--- config.mk ---
export PLATFORM = sky130hd
export DESIGN_NAME = sync_serial_master
export DESIGN_NICKNAME = d
export VERILOG_FILES = /design/src/rtl/ssm_pkg.sv /design/src/rtl/ssm_halftick.sv /design/src/rtl/ssm_txshift.sv /design/src/rtl/ssm_rxshift.sv /design/src/rtl/sync_serial_master.sv
export SDC_FILE = /design/constraint.sdc
export NUM_CORES = 1
export LEC_CHECK = 0
export ABC_AREA = 1
export BUFFER_PORTS_ARGS = -buffer_cell sky130_fd_sc_hd__buf_2
export CAP_MARGIN = 20
export CORE_AREA = 5 5 158 122
export CTS_CLUSTER_SIZE = 10
export DETAILED_ROUTE_END_ITERATION = 16
export DIE_AREA = 0 0 163 127
export PLACE_DENSITY = 0.59
export SLEW_MARGIN = 25
export SYNTH_ARGS = -nofsm -noshare
export SYNTH_HDL_FRONTEND = slang
export SYNTH_SLANG_ARGS = --single-unit
export TNS_END_PERCENT = 30
--- constraint.sdc ---
create_clock -name clk -period 5.35 [get_ports clk]
set_clock_uncertainty 0.15 [all_clocks]
set_input_delay 1.07 -clock clk [delete_from_list [all_inputs] [get_ports clk]]
set_output_delay 1.07 -clock clk [all_outputs]
set_load 0.05 [all_outputs]
--- src/rtl/ssm_pkg.sv ---
`timescale 1ns/1ps
package ssm_pkg;

   typedef enum logic [1:0] {
      FMT_SPI   = 2'd0,
      FMT_SSI   = 2'd1,
      FMT_MWIRE = 2'd2
   } fmt_e;

   typedef enum logic [2:0] {
      K_IDLE,
      K_PULSE,
      K_DATA,
      K_CTRL,
      K_TA,
      K_RESP,
      K_TAIL
   } slot_e;

endpackage

--- src/rtl/ssm_halftick.sv ---
`timescale 1ns/1ps
module ssm_halftick #(
   parameter int DIVW = 8
) (
   input  logic            clk,
   input  logic            rst_n,
   input  logic            run,
   input  logic [DIVW-1:0] div,
   output logic            half_end
);

   logic [DIVW-1:0] cnt;

   assign half_end = run && (cnt == div);

   always_ff @(posedge clk or negedge rst_n) begin
      if (!rst_n)                cnt <= '0;
      else if (!run || half_end) cnt <= '0;
      else                       cnt <= cnt + 1'b1;
   end

endmodule

--- src/rtl/ssm_txshift.sv ---
`timescale 1ns/1ps
module ssm_txshift #(
   parameter int DW = 16
) (
   input  logic          clk,
   input  logic          rst_n,
   input  logic          load,
   input  logic [DW-1:0] load_val,
   input  logic          shift,
   output logic          msb
);

   logic [DW-1:0] sh;

   assign msb = sh[DW-1];

   always_ff @(posedge clk or negedge rst_n) begin
      if (!rst_n)     sh <= '0;
      else if (load)  sh <= load_val;
      else if (shift) sh <= {sh[DW-2:0], 1'b0};
   end

endmodule

--- src/rtl/ssm_rxshift.sv ---
`timescale 1ns/1ps
module ssm_rxshift #(
   parameter int DW = 16
) (
   input  logic          clk,
   input  logic          rst_n,
   input  logic          clr,
   input  logic          sample,
   input  logic          bit_in,
   output logic [DW-1:0] word
);

   always_ff @(posedge clk or negedge rst_n) begin
      if (!rst_n)      word <= '0;
      else if (clr)    word <= '0;
      else if (sample) word <= {word[DW-2:0], bit_in};
   end

endmodule

--- src/rtl/sync_serial_master.sv ---
`timescale 1ns/1ps
module sync_serial_master
   import ssm_pkg::*;
#(
   parameter int  DW       = 16,
   parameter int  DIVW     = 8,
   parameter int  CTRL_W   = 8,
   parameter int  MIN_SIZE = 4,
   parameter bit  CHAIN_EN = 1'b1,
   localparam int SZW      = $clog2(DW + 1)
) (
   input  logic            clk,
   input  logic            rst_n,
   input  logic [1:0]      cfg_fmt,
   input  logic [SZW-1:0]  cfg_size,
   input  logic [DIVW-1:0] cfg_div,
   input  logic [DW-1:0]   tx_data,
   input  logic            tx_valid,
   output logic            tx_ready,
   output logic [DW-1:0]   rx_data,
   output logic            rx_valid,
   output logic            sclk,
   output logic            frame,
   output logic            sdo,
   input  logic            sdi
);

   localparam int SLW = $clog2(DW + CTRL_W + 3);

   if (DW < MIN_SIZE || MIN_SIZE < 2) begin : g_bad_size
      $error("sync_serial_master: DW must be at least MIN_SIZE, MIN_SIZE at least 2");
   end
   if (CTRL_W > DW || CTRL_W < 1) begin : g_bad_ctrl
      $error("sync_serial_master: CTRL_W must lie in 1..DW");
   end
   if (DIVW < 1) begin : g_bad_div
      $error("sync_serial_master: DIVW must be at least 1");
   end

   // latched state
   logic            busy, half, chain;
   fmt_e            fmt_q;
   logic [SZW-1:0]  size_q;
   logic [DIVW-1:0] div_q;
   logic [SLW-1:0]  slot;
   logic [DW-1:0]   nxt;

   // decoded inputs
   fmt_e            fmt_in;
   logic [SZW-1:0]  size_in;
   logic [DIVW-1:0] div_in;

   // control
   logic            half_end, mid_edge, slot_end, last_slot;
   logic            accept, chain_ready, chain_acc;
   logic            load, shift, sample, tx_msb;
   logic [DW-1:0]   data_al, ctrl_al, load_val;
   logic [SLW-1:0]  n_sl, last_idx, rx_last_idx;
   slot_e           kind;

   always_comb begin
      unique case (cfg_fmt)
         2'd1:    fmt_in = FMT_SSI;
         2'd2:    fmt_in = FMT_MWIRE;
         default: fmt_in = FMT_SPI;
      endcase
      if (cfg_size < SZW'(MIN_SIZE))  size_in = SZW'(MIN_SIZE);
      else if (cfg_size > SZW'(DW))   size_in = SZW'(DW);
      else                            size_in = cfg_size;
      div_in = (cfg_div == '0) ? DIVW'(1) : cfg_div;
   end

   // slot map per format
   assign n_sl = SLW'(size_q);

   always_comb begin
      unique case (fmt_q)
         FMT_MWIRE: begin
            last_idx    = n_sl + SLW'(CTRL_W + 1);
            rx_last_idx = n_sl + SLW'(CTRL_W);
         end
         FMT_SSI: begin
            last_idx    = n_sl;
            rx_last_idx = n_sl;
         end
         default: begin
            last_idx    = n_sl;
            rx_last_idx = n_sl - SLW'(1);
         end
      endcase
   end

   always_comb begin
      if (!busy) kind = K_IDLE;
      else begin
         unique case (fmt_q)
            FMT_SSI:   kind = (slot == '0) ? K_PULSE : K_DATA;
            FMT_MWIRE: begin
               if (slot < SLW'(CTRL_W))        kind = K_CTRL;
               else if (slot == SLW'(CTRL_W))  kind = K_TA;
               else if (slot <= rx_last_idx)   kind = K_RESP;
               else                            kind = K_TAIL;
            end
            default:   kind = (slot < n_sl) ? K_DATA : K_TAIL;
         endcase
      end
   end

   ssm_halftick #(.DIVW(DIVW)) u_tick (
      .clk      (clk),
      .rst_n    (rst_n),
      .run      (busy),
      .div      (div_q),
      .half_end (half_end)
   );

   assign mid_edge  = half_end && !half;
   assign slot_end  = half_end && half;
   assign last_slot = (slot == last_idx);

   // handshake, with optional gapless chaining in the frame-pulse format
   if (CHAIN_EN) begin : g_chain
      assign chain_ready = busy && (fmt_q == FMT_SSI) && !chain &&
                           (slot == n_sl - SLW'(1)) && slot_end;
   end else begin : g_nochain
      assign chain_ready = 1'b0;
   end

   assign accept    = !busy && tx_valid;
   assign tx_ready  = !busy || chain_ready;
   assign chain_acc = chain_ready && tx_valid;

   // shifter feed
   assign data_al  = tx_data << (SZW'(DW) - size_in);
   assign ctrl_al  = DW'(tx_data[CTRL_W-1:0]) << (DW - CTRL_W);
   assign load     = accept || (slot_end && last_slot && chain);
   assign load_val = accept ? ((fmt_in == FMT_MWIRE) ? ctrl_al : data_al)
                            : (nxt << (SZW'(DW) - size_q));
   assign shift    = slot_end && (kind == K_DATA || kind == K_CTRL);
   assign sample   = mid_edge && (kind == K_DATA || kind == K_RESP);

   ssm_txshift #(.DW(DW)) u_tx (
      .clk      (clk),
      .rst_n    (rst_n),
      .load     (load),
      .load_val (load_val),
      .shift    (shift),
      .msb      (tx_msb)
   );

   ssm_rxshift #(.DW(DW)) u_rx (
      .clk    (clk),
      .rst_n  (rst_n),
      .clr    (load),
      .sample (sample),
      .bit_in (sdi),
      .word   (rx_data)
   );

   // sequencer
   always_ff @(posedge clk or negedge rst_n) begin
      if (!rst_n) begin
         busy     <= 1'b0;
         half     <= 1'b0;
         chain    <= 1'b0;
         slot     <= '0;
         fmt_q    <= FMT_SPI;
         size_q   <= SZW'(MIN_SIZE);
         div_q    <= DIVW'(1);
         nxt      <= '0;
         rx_valid <= 1'b0;
      end else begin
         rx_valid <= sample && (slot == rx_last_idx);
         if (accept) begin
            busy   <= 1'b1;
            half   <= 1'b0;
            slot   <= '0;
            fmt_q  <= fmt_in;
            size_q <= size_in;
            div_q  <= div_in;
         end else if (busy) begin
            if (chain_acc) begin
               chain <= 1'b1;
               nxt   <= tx_data;
            end
            if (mid_edge) half <= 1'b1;
            else if (slot_end) begin
               half <= 1'b0;
               if (last_slot) begin
                  if (chain) begin
                     slot  <= SLW'(1);
                     chain <= 1'b0;
                  end else begin
                     busy <= 1'b0;
                  end
               end else begin
                  slot <= slot + SLW'(1);
               end
            end
         end
      end
   end

   // pins
   assign sclk  = busy && (kind != K_TAIL) && ((fmt_q == FMT_SSI) ? !half : half);
   assign frame = (fmt_q == FMT_SSI) ? (kind == K_PULSE || (busy && last_slot && chain))
                                     : !busy;
   assign sdo   = (kind == K_DATA || kind == K_CTRL) && tx_msb;

endmodule

==> results by group, run 1 <==
Timing
  • Final hold violation count: 0
  • Crit path setup slack, layout: ~700 ps
  • Worst Hold Slack: 328 ps
  • Max-slew violations: 0
  • Fmax: between 0.2 and 0.25 GHz
  • Slew at the pin closest to its max-slew limit: 727 ps
  • Setup repair after global routing missed its margin: false
  • Final count of negative-setup-slack endpoints: 0
  • Minimum period implied by the final worst setup slack: 4650 ps
  • Setup TNS Final: 0 ps
  • Final critical-path share of the clock period: 0.869
  • Rel. slew slack: 0.515

Die
  • Die outline area: 20700 um^2
  • I/O pin count: 56
  • Die height: approximately 130 um
  • Core Box Area: 17400 um^2
  • Placement row count: 42
  • Initial cell density of the core: 0.344
  • Die width: approximately 160 um

Worst hold path
  • Hold Crit Class: reg2reg

Placement
  • Post-detailed-placement half-perimeter wirelength: 12700 um
  • Worst setup slack before clock tree synthesis: roughly 1100 ps
  • Number of input and output port buffers inserted: 55
  • Gp weighted congestion: 0.892

Layout
  • Fillers: 1893
  • Layout overhead on the synthesized area: 12.1%
  • Number of nets in the final layout: 984
  • Fin util: 0.386
  • Final antenna diode count: 0
  • Proportion of layout cells with a drive suffix above 1: 0.120

Synthesis
  • Fraction of registers with async set or reset after synthesis: 1.00
  • Ranking of synthesized cells by area: sky130_fd_sc_hd__dfrtp_1 (32%), sky130_fd_sc_hd__nand2_1 (19%), sky130_fd_sc_hd__nand3_1 (8.3%), sky130_fd_sc_hd__o21ai_0 (5.6%), sky130_fd_sc_hd__inv_1 (5.1%)
  • Synthesized-area fraction occupied by xor and xnor cells: 0.0260
  • Post-Syn Instances: 896
  • Synth top area share: 0.325
  • Cell with the most instances after synthesis: sky130_fd_sc_hd__nand2_1
  • Fraction of the mapped netlist area in simple logic gates: 0.383
  • Number of synthesized register bits: 80
  • Portion of netlist area occupied by mux cells: 0.00333
  • Post-synthesis adder-cell area fraction: 0.0396
  • Cell type with the largest total area after synthesis: sky130_fd_sc_hd__dfrtp_1
  • EDFF count, synth: 0
  • Yosys synthesis warning count: 0
  • Average size of a mapped cell: roughly 6.7 um^2
  • Count of unique library cells instantiated by Yosys: 49
  • Post-synthesis compound-gate area fraction: 0.123
  • Mapped cell area: around 6000 um^2
  • Commonest cells post-synth: sky130_fd_sc_hd__nand2_1 (312), sky130_fd_sc_hd__nand3_1 (100), sky130_fd_sc_hd__inv_1 (82), sky130_fd_sc_hd__dfrtp_1 (78), sky130_fd_sc_hd__o21ai_0 (67)
  • Primary flip-flop cell chosen by synthesis mapping: sky130_fd_sc_hd__dfrtp_1
  • Syn Nets: 950
  • Main combinational cell family by area after synthesis: simple AND/OR/NAND/NOR gates
  • Fraction of the yosys area taken by sequential cells: 0.334

Setup path
  • Type of element capturing the critical path: output port
  • Classification of the worst setup path: reg2out
  • Cell with the biggest individual delay on the critical path: sky130_fd_sc_hd__dfrtp_1
  • Top cell by count, worst path: sky130_fd_sc_hd__nand2_1
  • Arrival time at the worst endpoint: between 3000 and 4000 ps
  • Slowest Stage Delay on Critical Path: 430 ps
  • CP Max Fanout: 5
  • Cell breakdown of the critical path: inv_1, ha_1, inv_1, nor2_1, inv_1, o21ai_1, inv_1, o21ai_0, ha_1, nand2_1, nor2_1, nand2_1, nand3_1, nand2_1, nand2_1, nand2_1, nand2_2, nor3_1, o22a_1, buf_2
  • Category of the worst setup path launch point: register
  • Worst path required time: 4130 ps

CTS
  • Clock sink count: 80
  • Maximum level of the CTS H-tree: 3
  • CTS root buf: sky130_fd_sc_hd__clkbuf_16
  • Number of buffers added for setup after CTS: 0
  • Clock Pin Slew Worst Setup and Hold Paths: ~60 ps
  • CTS tree: built
  • Hold-fix buffers at CTS: 0
  • Clock insertion delay at the later pin of the skew report: around 350 ps
  • Bufs on Longest Clock Path: 2
  • Total clock buffers created by CTS: 9
  • Post-CTS resize count: 0

Global routing
  • Overall overflow remaining after global route: 0
  • Global Route Usage Sum: 0.173
  • Global-route wire length before repair: a little under 30000 um
  • Number of global-route vias before repair: roughly 5600
  • Largest net degree at the start of global routing: between 40 and 50
  • Initial antenna violation count: 0

Power
  • Max IR drop VDD: roughly 0.21 mV
  • P_leak: 3.40 nW
  • Clock group share of total power: 0.258
  • Pint: 0.00141 W
  • Seq pwr share: 0.361
  • Power per cell area: between 300 and 400 nW/um^2
  • Overall power: roughly 0.0025 W
  • Switching power share of the total: 0.427
  • Combinational share of power: 0.380
  • Psw: 0.00105 W

Flow run
  • Max-capacitance violation count: 0

Route
  • Uppermost signal routing layer after detailed routing: met4
  • Count of routing violations after the opening detailed-route iteration: 666
  • Number of remaining DRC errors: 0
  • Routed wl met2: 6620 um
  • Iteration count of the initial detailed-routing pass: 5
  • Average wire per cell in the routed design: 14.3 um
  • Antenna viol nets, final: 0
  • Vias post-DR: approximately 6000
  • Metal3 WL: 1090 um
  • Routed metal-1 wire length: 8890 um
  • Routed vias/inst: approximately 5.0
  • Total length of routed wires: approximately 17000 um

Outcome
  • Result of the run: completed
## state kept, by name, summed over array words and instances (netlist names)
| signal | count |
|---|---|
| busy | 1 |
| chain | 1 |
| div_q | 8 |
| fmt_q | 2 |
| half | 1 |
| n_sl | 5 |
| nxt | 16 |
| rx_valid | 1 |
| slot | 5 |
| u_rx.word | 16 |
| u_tick.cnt | 8 |
| u_tx.sh | 16 |
## per-layer routing
metal,GRT usage,up-vias
li1,-,3006
met1,0.270,2648
met2,0.240,175
met3,0.0325,20
met4,0.0488,0
met5,0,-
## final timing paths
kind                                               from                   endpoint  slack [ps]  cells after the start
worst max-delay path                n_sl[1]$_DFFE_PN0P_                      frame         700                     20
worst min-delay path            u_tx.sh[11]$_DFFE_PN0P_    u_tx.sh[11]$_DFFE_PN0P_         330                      2
worst max register to register      n_sl[1]$_DFFE_PN0P_  u_rx.word[11]$_DFFE_PN0P_        1690                     21
worst min register to register  u_tx.sh[11]$_DFFE_PN0P_    u_tx.sh[11]$_DFFE_PN0P_         330                      2
max in group asynchronous                         rst_n         nxt[1]$_DFFE_PN0P_        3540                      2
min in group asynchronous                         rst_n        nxt[14]$_DFFE_PN0P_         560                      1
## worst max-delay path: cells and delay by family (launching register included)
kind,cells,cell delay [ps]
simple gates,10,980
buf+inv,5,640
compound gates,3,560
fa+ha+maj,2,470
flops,1,430
## layout by cell type (no fill, tap or decap), types with 9 or more instances in the layout
cell                        count
sky130_fd_sc_hd__a21oi_1       19
sky130_fd_sc_hd__buf_2         54
sky130_fd_sc_hd__clkbuf_16      9
sky130_fd_sc_hd__dfrtp_1       78
sky130_fd_sc_hd__ha_1          19
sky130_fd_sc_hd__inv_1         82
sky130_fd_sc_hd__nand2_1      312
sky130_fd_sc_hd__nand3_1      100
sky130_fd_sc_hd__nand4_1       21
sky130_fd_sc_hd__nor2_1        49
sky130_fd_sc_hd__o211ai_1      15
sky130_fd_sc_hd__o21ai_0       67
sky130_fd_sc_hd__o21ai_1       13
sky130_fd_sc_hd__xor2_1         9
## logic make-up (layout without fill, tap and decap cells)
group                    count (synthesis)  in the layout
buffers and inverters                  129            168
multiplexers                             2              2
flip-flops                              80             80
adder cells (fa/ha/maj)                 19             19
AND/OR/NAND/NOR                        518            518
AO/OA/AOI/OAI                          131            131
XOR/XNOR                                17             17
## power groups by stage
| stage | logic [W] | registers [W] | clock network, W |
|---|---|---|---|
| floorplan | 0.000555 | 0.00104 | 0 |
| detailed placement | 0.000937 | 0.000899 | 0 |
| finish | 0.000938 | 0.000891 | 0.000636 |
| CTS | 0.000942 | 0.000890 | 0.000660 |
| global route | 0.00107 | 0.000915 | 0.000683 |
| global placement | 0.000934 | 0.000900 | 0 |
## per-stage QoR
step | std cells | instance area [um^2]
after floorplan | 896 | 6010
after global placement | 1161 | 6430
after detailed placement | 1161 | 6430
after CTS | 1177 | 6730
after global routing | 1177 | 6730
final | 1177 | 6730
## area by class of cell
cell class	count	area [um^2]	share of cell area
multi-input cells	687	3450	0.513
flip-flops and latches	80	2000	0.298
inverters	90	338	0.0502
repair buffers	62	330	0.0491
well taps	242	303	0.0450
clock buffers	9	225	0.0335
clock inverters	7	78.8	0.0117
(Power assumes the default switching activity.)
==> run 2: changes to the inputs <==
- CORE_AREA: 5 5 158 122 -> 5 5 118 92
- DIE_AREA: 0 0 163 127 -> 0 0 123 97
- PLACE_DENSITY: 0.59 -> 0.86
==> run 2 against run 1 <==
Compared with the run above:
- flip-flop and latch count unchanged
- critical path type unchanged
- clock power is 2% lower
- cell count is 9.6% lower
- core utilization grew 31 points
- register-to-register slack got worse by 250 ps
- largest power group unchanged
- critical path depth decreased by 1
- total power decreased by 0.21%
- first-iteration DRC count grew 13%
- maximum frequency is 5.0% lower
- hold slack better by 1.4 ps
- setup slack got worse by 250 ps
==> results by group, run 2 (synthesized netlist as in run 1, its figures left out) <==
Outcome
  • Result of the run: completed (unchanged)

Route
  • Antenna viol nets, final: 0 (unchanged)
  • Number of remaining DRC errors: 0 (unchanged)
  • Average wire per cell in the routed design: 14.7 um (was 14.3 um)
  • Iteration count of the initial detailed-routing pass: 6 (was 5)
  • Total length of routed wires: 15700 um (was 16900 um)
  • Count of routing violations after the opening detailed-route iteration: 750 (was 666)
  • Vias post-DR: 6110 (was 5849)
  • Routed vias/inst: 5.74 (was 4.97)

Setup path
  • Slowest Stage Delay on Critical Path: 750 ps (was 430 ps)
  • Total stage count of the critical path: 19 (was 20)
  • Length in cells of the worst reg-to-reg path: 20 (was 21)
  • Cell with the biggest individual delay on the critical path: sky130_fd_sc_hd__dfrtp_1 (unchanged)
  • Kind of cell adding the most delay to the critical path: simple AND/OR/NAND/NOR gates (unchanged)
  • Category of the worst setup path launch point: register (unchanged)
  • CP Max Fanout: 23 (was 5)
  • Setup crit start: n_sl[0]$_DFFE_PN0P_ (was n_sl[1]$_DFFE_PN0P_)
  • CP bufs+invs: 3 (was 5)
  • Worst r2r src: n_sl[0]$_DFFE_PN0P_ (was n_sl[1]$_DFFE_PN0P_)
  • Top cell by count, worst path: sky130_fd_sc_hd__nand2_1 (unchanged)
  • Arrival time at the worst endpoint: 3680 ps (was 3430 ps)
  • Worst path required time: 4130 ps (about the same)
  • Cell breakdown of the critical path: inv_1, ha_1, inv_1, nor2_1, nor2_4, nor2_1, a31oi_1, ha_1, nand2_1, nand2_1, nand2_1, nand3_1, nand2_1, nand2_1, nand2_1, nand2_2, nor3_1, o22a_1, buf_2 (was inv_1, ha_1, inv_1, nor2_1, inv_1, o21ai_1, inv_1, o21ai_0, ha_1, nand2_1, nor2_1, nand2_1, nand3_1, nand2_1, nand2_1, nand2_1, nand2_2, nor3_1, o22a_1, buf_2)
  • Classification of the worst setup path: reg2out (unchanged)
  • Type of element capturing the critical path: output port (unchanged)

Power
  • Max IR drop VDD: 0.285 mV (was 0.210 mV)
  • Power per cell area: 374 nW/um^2 (was 366 nW/um^2)
  • P_leak: 3.38 nW (was 3.40 nW)
  • Overall power: 0.00246 W (about the same)

Worst hold path
  • Hold Crit Class: reg2reg (unchanged)
  • Hold path depth: 2 (unchanged)
  • Startpoint of the most critical hold path: u_tx.sh[13]$_DFFE_PN0P_ (was u_tx.sh[11]$_DFFE_PN0P_)

Layout
  • Proportion of layout cells with a drive suffix above 1: 0.116 (was 0.120)
  • Most used cells in the layout excluding fill and tap cells: sky130_fd_sc_hd__nand2_1 (312), sky130_fd_sc_hd__nand3_1 (100), sky130_fd_sc_hd__inv_1 (82) (unchanged)
  • Layout overhead on the synthesized area: 9.37% (was 12.1%)
  • Final antenna diode count: 0 (unchanged)
  • Largest registers ranked by flip-flop count: nxt (16), u_rx.word (16), u_tx.sh (16) (unchanged)
  • Most common cell after layout, fill and taps aside: sky130_fd_sc_hd__nand2_1 (unchanged)
  • Number of nets in the final layout: 981 (was 984)
  • Final cell count without fillers: 1064 (was 1177)

Global routing
  • Number of global-route vias before repair: 5472 (was 5615)
  • Global Route Usage Sum: 0.274 (was 0.173)
  • Global-route wire length before repair: 26700 um (was 29100 um)
  • Initial antenna violation count: 0 (unchanged)
  • Overall overflow remaining after global route: 0 (unchanged)
  • Largest net degree at the start of global routing: 81 (was 42)

Timing
  • Crit path setup slack, layout: 453 ps (was 700 ps)
  • Final count of negative-setup-slack endpoints: 0 (unchanged)
  • Fmax: 0.204 GHz (was 0.215 GHz)
  • Final critical-path share of the clock period: 0.915 (was 0.869)
  • Final hold violation count: 0 (unchanged)
  • Rel. slew slack: 0.516 (was 0.515)
  • Slew at the pin closest to its max-slew limit: 726 ps (was 727 ps)
  • Setup repair after global routing missed its margin: false (unchanged)
  • Setup TNS Final: 0 ps (unchanged)
  • Max-slew violations: 0 (unchanged)
  • Minimum period implied by the final worst setup slack: 4900 ps (was 4650 ps)
  • Worst Hold Slack: 329 ps (was 328 ps)

CTS
  • Bufs on Longest Clock Path: 2 (unchanged)
  • Clock sink count: 80 (unchanged)
  • Post-CTS resize count: 0 (unchanged)
  • Clock insertion delay at the later pin of the skew report: 350 ps (about the same)
  • CTS tree: built (unchanged)
  • Number of buffers added for setup after CTS: 0 (unchanged)
  • CTS root buf: sky130_fd_sc_hd__clkbuf_16 (unchanged)
  • Hold-fix buffers at CTS: 0 (unchanged)
  • Maximum level of the CTS H-tree: 3 (unchanged)
  • Total clock buffers created by CTS: 9 (unchanged)
  • Clock Pin Slew Worst Setup and Hold Paths: 60 ps (about the same)

Die
  • Core Box Area: 9500 um^2 (was 17400 um^2)
  • Placement row count: 31 (was 42)
  • I/O pin count: 56 (unchanged)
  • Die width: 123 um (was 163 um)
  • Initial cell density of the core: 0.632 (was 0.344)
  • Die height: 97 um (was 127 um)
  • Die outline area: 11900 um^2 (was 20700 um^2)

Placement
  • Worst setup slack before clock tree synthesis: 883 ps (was 1110 ps)
  • Placed instance count: 1048 (was 1161)
  • Gp weighted congestion: 0.967 (was 0.892)
  • Number of input and output port buffers inserted: 55 (unchanged)
  • Post-detailed-placement half-perimeter wirelength: 11400 um (was 12700 um)

Flow run
  • Max-capacitance violation count: 0 (unchanged)
## run 2: layer usage
layer	up-vias	routed length [um]	global-route usage
met5	-	0	0
met3	24	1530	0.0595
met2	301	6710	0.388
met1	2786	7180	0.420
li1	2999	-	-
met4	0	255	0.0698
## run 2: worst reg2reg max path, cell delays in order (launching register included)
cell and delay [ps]:
sky130_fd_sc_hd__dfrtp_1 750, sky130_fd_sc_hd__inv_1 150, sky130_fd_sc_hd__ha_1 250, sky130_fd_sc_hd__inv_1 50
sky130_fd_sc_hd__nor2_1 60, sky130_fd_sc_hd__nor2_4 350, sky130_fd_sc_hd__nor2_1 80, sky130_fd_sc_hd__a31oi_1 180
sky130_fd_sc_hd__ha_1 280, sky130_fd_sc_hd__nand2_1 80, sky130_fd_sc_hd__nand2_1 50, sky130_fd_sc_hd__nand2_1 50
sky130_fd_sc_hd__nand3_1 90, sky130_fd_sc_hd__nand2_1 70, sky130_fd_sc_hd__nand2_1 40, sky130_fd_sc_hd__nand2_1 60
sky130_fd_sc_hd__nand2_2 110, sky130_fd_sc_hd__o21ai_4 450, sky130_fd_sc_hd__nand3_4 290, sky130_fd_sc_hd__nand3_1 150
sky130_fd_sc_hd__nand2_1 60
## run 2: power by group
group          switching [W]  total (W)  internal, W
combinational       0.000644   0.000941     0.000297
sequential          0.000146   0.000895     0.000749
clock               0.000260   0.000624     0.000364
## run 2: final timing paths
path                       slack, ps                  endpoint
min reg2reg                      330   u_tx.sh[13]$_DFFE_PN0P_
max reg2reg                     1440  u_rx.word[9]$_DFFE_PN0P_
max in group asynchronous       3950         chain$_DFFE_PN0P_
min in group asynchronous        600      div_q[7]$_DFFE_PN0P_
min                              330   u_tx.sh[13]$_DFFE_PN0P_
max                              450                     frame
## run 2: metrics by stage
step / cell area (um^2) / utilization
2_1_floorplan: 6010 / -
3_3_place_gp: 6270 / 0.660
3_5_place_dp: 6270 / 0.660
4_1_cts: 6570 / 0.691
5_1_grt: 6570 / 0.691
6_report: 6570 / 0.691
## run 2: final cells by class
cell class | instances | area [um^2]
clock inverter | 6 | 68.8
multi-input combinational | 687 | 3450
fill | 809 | 2930
clock buffer | 10 | 229
inverter | 90 | 338
timing repair buffer | 59 | 312
tap | 132 | 165
sequential | 80 | 2000
